==> src/rtl/src_status_pkg.sv <==
package src_status_pkg;

  localparam int PAIRS    = 3;
  localparam int STAT_W   = 8;
  localparam int BIT_WAIT = 7;
  localparam int BIT_OVL  = 6;
  localparam int OUT_LSB  = 3;
  localparam int IN_LSB   = 0;

  typedef logic [PAIRS-1:0]  pair_vec_t;
  typedef logic [STAT_W-1:0] stat_word_t;

  typedef struct packed {
    pair_vec_t in_en;
    pair_vec_t out_en;
    logic      ovl_en;
    logic      dbg_en;
    logic      wait_en;
  } irq_cfg_t;

  function automatic stat_word_t pack_status(
    input logic      wait_f,
    input logic      ovl_f,
    input pair_vec_t out_f,
    input pair_vec_t in_f
  );
    stat_word_t w;
    w = '0;
    w[BIT_WAIT] = wait_f;
    w[BIT_OVL]  = ovl_f;
    w[OUT_LSB +: PAIRS] = out_f;
    w[IN_LSB  +: PAIRS] = in_f;
    return w;
  endfunction

endpackage

==> src/rtl/src_status_rst_sync.sv <==
module src_status_rst_sync (
  input  logic clk,
  input  logic rst_n,
  output logic rst_sync_n
);

  logic stage1_q;
  logic stage2_q;

  always_ff @(posedge clk or negedge rst_n) begin
    if (!rst_n) begin
      stage1_q <= 1'b0;
      stage2_q <= 1'b0;
    end else begin
      stage1_q <= 1'b1;
      stage2_q <= stage1_q;
    end
  end

  assign rst_sync_n = stage2_q;

endmodule

==> src/rtl/src_status_level_flag.sv <==
module src_status_level_flag #(
  parameter int CNT_W = 6,
  parameter bit ABOVE = 1'b1
) (
  input  logic             clk,
  input  logic             rst_n,
  input  logic [CNT_W-1:0] fill_i,
  input  logic [CNT_W-1:0] thr_i,
  output logic             flag_d_o,
  output logic             flag_q_o
);

  logic flag_d;
  logic flag_q;

  generate
    if (ABOVE) begin : g_above
      always_comb flag_d = (fill_i > thr_i);
    end else begin : g_below
      always_comb flag_d = (fill_i < thr_i);
    end
  endgenerate

  always_ff @(posedge clk or negedge rst_n) begin
    if (!rst_n) begin
      flag_q <= 1'b0;
    end else begin
      flag_q <= flag_d;
    end
  end

  assign flag_d_o = flag_d;
  assign flag_q_o = flag_q;

endmodule

==> src/rtl/src_status_ovl_err.sv <==
module src_status_ovl_err (
  input  logic clk,
  input  logic rst_n,
  input  logic evt_i,
  input  logic clr_i,
  output logic err_d_o,
  output logic err_q_o
);

  logic err_q;
  logic err_d;
  logic err_en;

  always_comb begin
    err_en = evt_i | clr_i;
    err_d  = err_q;
    if (clr_i) err_d = 1'b0;
    if (evt_i) err_d = 1'b1;
  end

  always_ff @(posedge clk or negedge rst_n) begin
    if (!rst_n) begin
      err_q <= 1'b0;
    end else if (err_en) begin
      err_q <= err_d;
    end
  end

  assign err_d_o = err_d;
  assign err_q_o = err_q;

endmodule

==> src/rtl/src_status_irq_merge.sv <==
module src_status_irq_merge
  import src_status_pkg::*;
(
  input  logic      clk,
  input  logic      rst_n,
  input  pair_vec_t in_d_i,
  input  pair_vec_t out_d_i,
  input  logic      ovl_d_i,
  input  logic      wait_d_i,
  input  irq_cfg_t  cfg_i,
  output logic      irq_o
);

  logic      irq_d;
  logic      irq_q;
  pair_vec_t in_hit;
  pair_vec_t out_hit;
  logic      dbg_hit;

  always_comb begin
    in_hit  = in_d_i  & cfg_i.in_en;
    out_hit = out_d_i & cfg_i.out_en;
    dbg_hit = wait_d_i & cfg_i.dbg_en & cfg_i.wait_en;
    irq_d   = (|in_hit) | (|out_hit) | (ovl_d_i & cfg_i.ovl_en) | dbg_hit;
  end

  always_ff @(posedge clk or negedge rst_n) begin
    if (!rst_n) begin
      irq_q <= 1'b0;
    end else begin
      irq_q <= irq_d;
    end
  end

  assign irq_o = irq_q;

endmodule

==> src/rtl/src_status_req.sv <==
module src_status_req
  import src_status_pkg::*;
#(
  parameter int CNT_W = 6
) (
  input  logic                   clk,
  input  logic                   rst_n,
  input  logic [PAIRS*CNT_W-1:0] in_fill_i,
  input  logic [PAIRS*CNT_W-1:0] in_thr_i,
  input  logic [PAIRS*CNT_W-1:0] out_fill_i,
  input  logic [PAIRS*CNT_W-1:0] out_thr_i,
  input  logic                   ovl_evt_i,
  input  logic                   fp_wait_i,
  input  logic [PAIRS-1:0]       in_irq_en_i,
  input  logic [PAIRS-1:0]       out_irq_en_i,
  input  logic                   ovl_irq_en_i,
  input  logic                   dbg_en_i,
  input  logic                   wait_irq_en_i,
  input  logic                   stat_wr_i,
  output logic [STAT_W-1:0]      stat_rdata_o,
  output logic [PAIRS-1:0]       dma_in_req_o,
  output logic [PAIRS-1:0]       dma_out_req_o,
  output logic                   irq_o
);

  logic      rst_int_n;
  pair_vec_t in_d, in_q;
  pair_vec_t out_d, out_q;
  logic      ovl_d, ovl_q;
  logic      wait_d, wait_q;
  irq_cfg_t  cfg;

  src_status_rst_sync u_rst (
    .clk        (clk),
    .rst_n      (rst_n),
    .rst_sync_n (rst_int_n)
  );

  for (genvar p = 0; p < PAIRS; p++) begin : g_pair
    src_status_level_flag #(.CNT_W(CNT_W), .ABOVE(1'b0)) u_in_flag (
      .clk      (clk),
      .rst_n    (rst_int_n),
      .fill_i   (in_fill_i[p*CNT_W +: CNT_W]),
      .thr_i    (in_thr_i[p*CNT_W +: CNT_W]),
      .flag_d_o (in_d[p]),
      .flag_q_o (in_q[p])
    );
    src_status_level_flag #(.CNT_W(CNT_W), .ABOVE(1'b1)) u_out_flag (
      .clk      (clk),
      .rst_n    (rst_int_n),
      .fill_i   (out_fill_i[p*CNT_W +: CNT_W]),
      .thr_i    (out_thr_i[p*CNT_W +: CNT_W]),
      .flag_d_o (out_d[p]),
      .flag_q_o (out_q[p])
    );
  end

  src_status_ovl_err u_ovl (
    .clk     (clk),
    .rst_n   (rst_int_n),
    .evt_i   (ovl_evt_i),
    .clr_i   (stat_wr_i),
    .err_d_o (ovl_d),
    .err_q_o (ovl_q)
  );

  always_comb wait_d = fp_wait_i;

  always_ff @(posedge clk or negedge rst_int_n) begin
    if (!rst_int_n) begin
      wait_q <= 1'b0;
    end else begin
      wait_q <= wait_d;
    end
  end

  always_comb begin
    cfg.in_en   = in_irq_en_i;
    cfg.out_en  = out_irq_en_i;
    cfg.ovl_en  = ovl_irq_en_i;
    cfg.dbg_en  = dbg_en_i;
    cfg.wait_en = wait_irq_en_i;
  end

  src_status_irq_merge u_irq (
    .clk      (clk),
    .rst_n    (rst_int_n),
    .in_d_i   (in_d),
    .out_d_i  (out_d),
    .ovl_d_i  (ovl_d),
    .wait_d_i (wait_d),
    .cfg_i    (cfg),
    .irq_o    (irq_o)
  );

  assign stat_rdata_o  = pack_status(wait_q, ovl_q, out_q, in_q);
  assign dma_in_req_o  = in_q;
  assign dma_out_req_o = out_q;

endmodule

==> config.mk <==
export PLATFORM = sky130hd
export DESIGN_NAME = src_status_req
export DESIGN_NICKNAME = d
export VERILOG_FILES = /design/src/rtl/src_status_pkg.sv /design/src/rtl/src_status_rst_sync.sv /design/src/rtl/src_status_level_flag.sv /design/src/rtl/src_status_ovl_err.sv /design/src/rtl/src_status_irq_merge.sv /design/src/rtl/src_status_req.sv
export SDC_FILE = /design/constraint.sdc
export NUM_CORES = 1
export LEC_CHECK = 0
export BUFFER_PORTS_ARGS = -buffer_cell sky130_fd_sc_hd__buf_2
export CORE_UTILIZATION = 36
export CTS_CLUSTER_DIAMETER = 60
export DETAILED_ROUTE_END_ITERATION = 16
export PLACE_DENSITY = 0.85
export SETUP_SLACK_MARGIN = 0.3
export SLEW_MARGIN = 20
export SYNTH_ARGS = -nofsm -noshare
export SYNTH_HDL_FRONTEND = slang
export SYNTH_SLANG_ARGS = --single-unit
==> constraint.sdc <==
create_clock -name clk -period 0.8 [get_ports clk]
set_input_delay 0.08 -clock clk [delete_from_list [all_inputs] [get_ports clk]]
set_output_delay 0.08 -clock clk [all_outputs]
set_load 0.05 [all_outputs]
==> run summary, run 1 <==
Layout cell share with drive strength beyond 1: 76.83%
Remaining routing DRC violations: 0
Total GRT Usage: 21.64%
Rows: 21
HP Class: input pin to flop
Die height: 61.57 um
Max-cap viol count: 0
Vias in the first global route: 1487
Seq cells post-synth: 11
Worst setup SP type: flop
Slowest CP cell: dfrtp_1
Routed wire length: 4.557 mm
Sequential area share after synthesis: 21.55%
Initial antenna violation count: 0
Root buffer cell: clkbuf_4
RSZ-0062 raised after global routing: yes
Violated checks: negative setup slack
Hold path endpoint: wait_q
DR iter-0 viols: 22
GRT met3 Usage: 6.092%
Gate Count Post-Synth: 143
Slack of the critical path: -406.9 ps
Crit-path max cell delay: 370 ps
Yosys warnings: 0
DRT Pass-1 Iters: 3
Input/output buffers: 100
Final setup violating endpoints: 21
Crit-path cells: a21o_1, a32oi_1, nand4_1, a211o_1
Power Density: 1013 nW/um^2
Crit share post-route: 150.9%
Vias: 1427
Worst Setup Path Type: flop to flop
Final hold viol count: 0
Most common cell after layout, fill and taps aside: buf_2
Hold Startpoint: fp_wait_i
First-pass GRT wire length: 5.913 mm
R2R Path End: u_irq.irq_o
Place WS: -685.1 ps
Critical Path End Type: flop
R2R Path Start: u_ovl.err_q_o
Starting Density: 37.98%
CTS H-Tree Depth: 1
Tot Pwr: 2.831 mW
Boundary Pins: 101
Worst IR Drop VDD: 0.6935 mV
Most Crowded Layer GR: met2
Met1 Use GR: 18.09%
Distinct cell type count after synthesis: 25
GRT overflow: 0
Clock sinks: 11
Post-DP HPWL: 3.057 mm
Wire per inst: 15.61 um
CTS tree: done
Gp weighted congestion: 0.7057
CTS max path bufs: 2
Die area: 3791 sq um
CTS Buf Count: 3
Crit Path Max Fanout: 2
Via/cell ratio: 4.887
Antenna fix cells: 0
Clock latency on the worst-skew pair: 270 ps
Crit path time final: 1207 ps
Final Slew Violations: 0
Syn Area/Cell: 8.933 sq um
Synthesized Nets: 262
Met2 Use GR: 46.08%
P_leak: 1.310 nW
Fmax: 828.5 MHz
Status: finished, violations left
R2R depth: 4
Post-route ant nets: 0
Largest net degree at the start of global routing: 10
Clock skew: 7.065 ps
Core area: 3363 sq um
Min-Delay Path Depth: 2
Nets: 366
FF-to-FF setup slack: -410 ps
Worst Path Required: 950 ps
Post-route setup TNS: -2458 ps
Reg clk slew, reported paths: 70 ps
Die width: 61.57 um
Most frequent cells in the layout: 49 x buf_2, 44 x buf_6, 28 x ha_4
Critical Path AT: 1360 ps
Area Growth Syn to Fin: 118.8%
Netlist Area Pre-Place: 1277 sq um
-- worst max-delay path: cells and delay by family, from the launching register on --
family | cells | cell delay (ps)
simple gates | 1 | 140
flops | 1 | 370
compound gates | 3 | 580
-- worst max-delay path by stage --
stage	slack (ps)	from	endpoint	cells after the start
final	-410	u_ovl.err_q_o	u_irq.irq_o	4
after global routing	-470	u_ovl.err_q_o	u_irq.irq_o	4
after CTS	-450	u_ovl.err_q_o	u_irq.irq_o	4
after detailed placement	-690	out_thr_i[1]	u_irq.irq_o	8
after global placement	-670	out_thr_i[1]	u_irq.irq_o	8
after floorplan	-430	out_thr_i[1]	u_irq.irq_o	7
-- layout make-up --
type | count | area [sq um]
inverters | 35 | 259.0
multi-input cells | 83 | 1211
fillers | 213 | 568.0
flip-flops and latches | 11 | 275.3
well taps | 46 | 57.56
clock buffers | 4 | 26.28
repair buffers | 113 | 965.9
-- metrics by stage --
stage / hold WS [ps] / instances / cell area, sq um / utilization (%)
after floorplan: -215.6 / 143 / 1818 / -
after global placement: -134.0 / 284 / 2286 / 67.97
after CTS: 19.79 / 291 / 2671 / 79.43
after detailed placement: -129.4 / 284 / 2286 / 67.97
after global routing: 32.51 / 292 / 2795 / 83.11
final: 43.51 / 292 / 2795 / 83.11
-- cells by family after synthesis --
group | after synthesis | share of synthesized area, %
buf+inv | 49 | 18.51
flops | 11 | 21.55
simple gates | 14 | 7.543
other cells | 1 | 0.2935
compound gates | 35 | 19.78
fa+ha+maj | 33 | 32.32
-- where the power goes --
group / switching, mW / internal (mW)
clock network: 0.176 / 0.193
registers: 0.0523 / 0.611
logic: 0.870 / 0.930
-- metal layers --
metal | routed length (um) | vias up
met5 | 0 | -
met4 | 122 | 0
met3 | 258 | 12
met2 | 2789 | 72
met1 | 1387 | 659
li1 | - | 684
-- Yosys cell counts --
cell / n / area (sq um)
a22o_1: 1 / 8.760
o21ai_1: 1 / 5.000
conb_1: 1 / 3.750
nand4_1: 1 / 6.260
o21ai_0: 1 / 5.000
and4_1: 2 / 17.52
o21a_1: 3 / 22.52
a21oi_1: 7 / 35.03
dfrtp_1: 11 / 275.3
buf_4: 14 / 105.1
and2_2: 1 / 7.510
nand3_1: 2 / 10.01
and2_1: 1 / 6.260
nor2b_1: 3 / 18.77
and4_4: 1 / 11.26
a211o_1: 1 / 8.760
inv_1: 35 / 131.4
a211oi_1: 3 / 22.52
ha_1: 33 / 412.9
o211ai_1: 3 / 22.52
a21o_1: 7 / 52.55
o21ai_2: 1 / 8.760
o2111ai_1: 3 / 26.28
nand2b_1: 3 / 18.77
a32oi_1: 4 / 35.03
-- flip-flops by register name (all words and copies together) (netlist names) --
| name | flops |
|---|---|
| g_pair.u_out_flag.flag_q_o | 3 |
| u_rst.rst_sync_n | 1 |
| u_irq.irq_o | 1 |
| u_rst.stage1_q | 1 |
| u_ovl.err_q_o | 1 |
| g_pair.u_in_flag.flag_q_o | 3 |
| wait_q | 1 |
-- timing repair --
item,4_1_cts,5_1_grt
buffers inserted,2,1
hold buffers,1,0
gates resized for setup,82,24
gates cloned,0,0
endpoints found under the hold margin,2,0
endpoints found under the setup margin,23,28
pin swaps,22,19
Note: power is estimated with default switching activity, not from simulation.
==> run 2, diff against run 1 <==
SETUP_SLACK_MARGIN = unset   (was 0.3)
==> run summary, run 2 (synthesized netlist as in run 1, its figures left out) <==
Area Growth Syn to Fin: 86.88%
Post-DP HPWL: 2.912 mm (-4.7%)
Input/output buffers: 100 (unchanged)
Fmax: 817.0 MHz (-1.4%)
Critical Path AT: 1380 ps (+20 ps)
Slack of the critical path: -424.0 ps (-17.08 ps)
CTS max path bufs: 2 (unchanged)
Buf+Inv Stages, Crit Path: 0 (unchanged)
GRT overflow: 0 (unchanged)
Layout cell share with drive strength beyond 1: 67.92% (-8.9 points)
Total GRT Usage: 18.90% (-2.7 points)
Wire per inst: 12.32 um (-21%)
Remaining routing DRC violations: 0 (unchanged)
Routed wire length: 3.523 mm (-23%)
R2R Path End: u_irq.irq_o
Boundary Pins: 101 (unchanged)
Layout fillers: 269 (+26%)
Clock skew: 7.684 ps (+0.6188 ps)
Gp weighted congestion: 0.6478 (-8.2%)
Worst setup SP type: flop
Starting Density: 37.98% (unchanged)
Tot Pwr: 2.530 mW (-11%)
Cell family with most CP delay: compound AO/OA/AOI/OAI gates
Top layer reached by signal wires: met4
Most common cell after layout, fill and taps aside: buf_2
Met3 routed wirelength: 275 um (+6.6%)
Rows: 21 (unchanged)
DRT Pass-1 Iters: 2 (-1)
Vias in the first global route: 1313 (-12%)
R2R Path Start: u_ovl.err_q_o
Root buffer cell: clkbuf_4
Antenna fix cells: 0 (unchanged)
Worst Setup Path Type: flop to flop
Violated checks: negative setup slack
Crit path time final: 1224 ps (+17.08 ps)
Worst setup startpoint: u_ovl.err_q_o
CTS Buf Count: 3 (unchanged)
Worst Path Required: 960 ps (about the same)
Wl on met1: 1.178 mm (-15%)
Via/cell ratio: 4.706 (-3.7%)
CTS tree: done
Initial antenna violation count: 0 (unchanged)
Crit-path cells: a21o_1, a32oi_1, nand4_1, a211o_1
Final setup violating endpoints: 16 (-24%)
Final Util: 70.98% (-12 points)
DR iter-0 viols: 25 (+14%)
Max-cap viol count: 0 (unchanged)
Clock sinks: 11 (unchanged)
Slowest CP cell: dfrtp_1
Nets: 360 (-1.6%)
R2R depth: 4 (unchanged)
Largest net degree at the start of global routing: 10 (unchanged)
CTS H-Tree Depth: 1 (unchanged)
Reg clk slew, reported paths: 80 ps (about the same)
DR WL met2: 2.015 mm (-28%)
FF-to-FF setup slack: -420 ps (-20 ps)
Power Density: 1060 nW/um^2 (+4.6%)
Crit-path max cell delay: 380 ps (about the same)
Multi-input gate area: 1091 sq um (-9.9%)
Die height: 61.57 um (unchanged)
Register area: 275.3 sq um (unchanged)
Vias: 1346 (-5.7%)
Min-Delay Path Depth: 2 (unchanged)
Critical Path End Type: flop
Die width: 61.57 um (unchanged)
Place WS: -706.8 ps (-21.76 ps)
Final Slew Violations: 0 (unchanged)
P_leak: 1.204 nW (-8.1%)
Hold Slack: 20.03 ps (-23.48 ps)
Worst IR Drop VDD: 1.100 mV (+59%)
Hold Startpoint: fp_wait_i
HP Class: input pin to flop
RSZ-0062 raised after global routing: yes
Clock latency on the worst-skew pair: 270 ps (about the same)
Crit Path Max Fanout: 2 (unchanged)
Core area: 3363 sq um (unchanged)
DP Area: 2178 sq um (-4.7%)
Design area: 2387 sq um (-15%)
Final hold viol count: 0 (unchanged)
Post-CTS Setup Bufs: 0 (-2)
Post-route ant nets: 0 (unchanged)
Most frequent cells in the layout: 74 x buf_2, 22 x buf_6, 21 x ha_4
Crit share post-route: 153.0% (+2.1 points)
Hold path endpoint: wait_q
Die area: 3791 sq um (unchanged)
First-pass GRT wire length: 5.181 mm (-12%)
Status: finished, violations left
## run 2: layer usage
metal  global-route usage, %  vias up
li1                        -      677
met1                   18.24      603
met2                   38.10       60
met3                   5.882        6
met4                   4.762        0
met5                       0        -
## run 2: where the power goes
part           internal [mW]  leakage [nW]  switching (mW)
Sequential             0.611         0.125          0.0536
Combinational          0.715          1.06           0.766
Clock                  0.193        0.0150           0.193
Total                   1.52          1.20            1.01
## run 2: metrics by stage
stage,setup TNS (ps),std cells
floorplan,-635.0,143
global placement,-2248,281
detailed placement,-2484,281
CTS,-2437,286
global route,-2929,286
finish,-2231,286
## run 2: final cells by class
class | instances | share of cell area (%)
tap | 46 | 2.411
multi-input combinational | 83 | 45.70
sequential | 11 | 11.53
timing repair buffer | 107 | 30.08
inverter | 35 | 9.172
clock buffer | 4 | 1.101
## run 2: how the worst max path moves through the flow
stage / to / cells after the start / slack [ps]
after floorplan: u_irq.irq_o / 7 / -430
after global placement: u_irq.irq_o / 8 / -650
after detailed placement: u_irq.irq_o / 8 / -710
after CTS: u_irq.irq_o / 4 / -450
after global routing: u_irq.irq_o / 4 / -490
final: u_irq.irq_o / 4 / -420
## run 2: timing repair
item                       CTS  global route
hold endpoints to repair     2             0
setup endpoints to repair   19            19
resized for setup           34            15
pin swaps                    4             3
hold buffers                 1             0
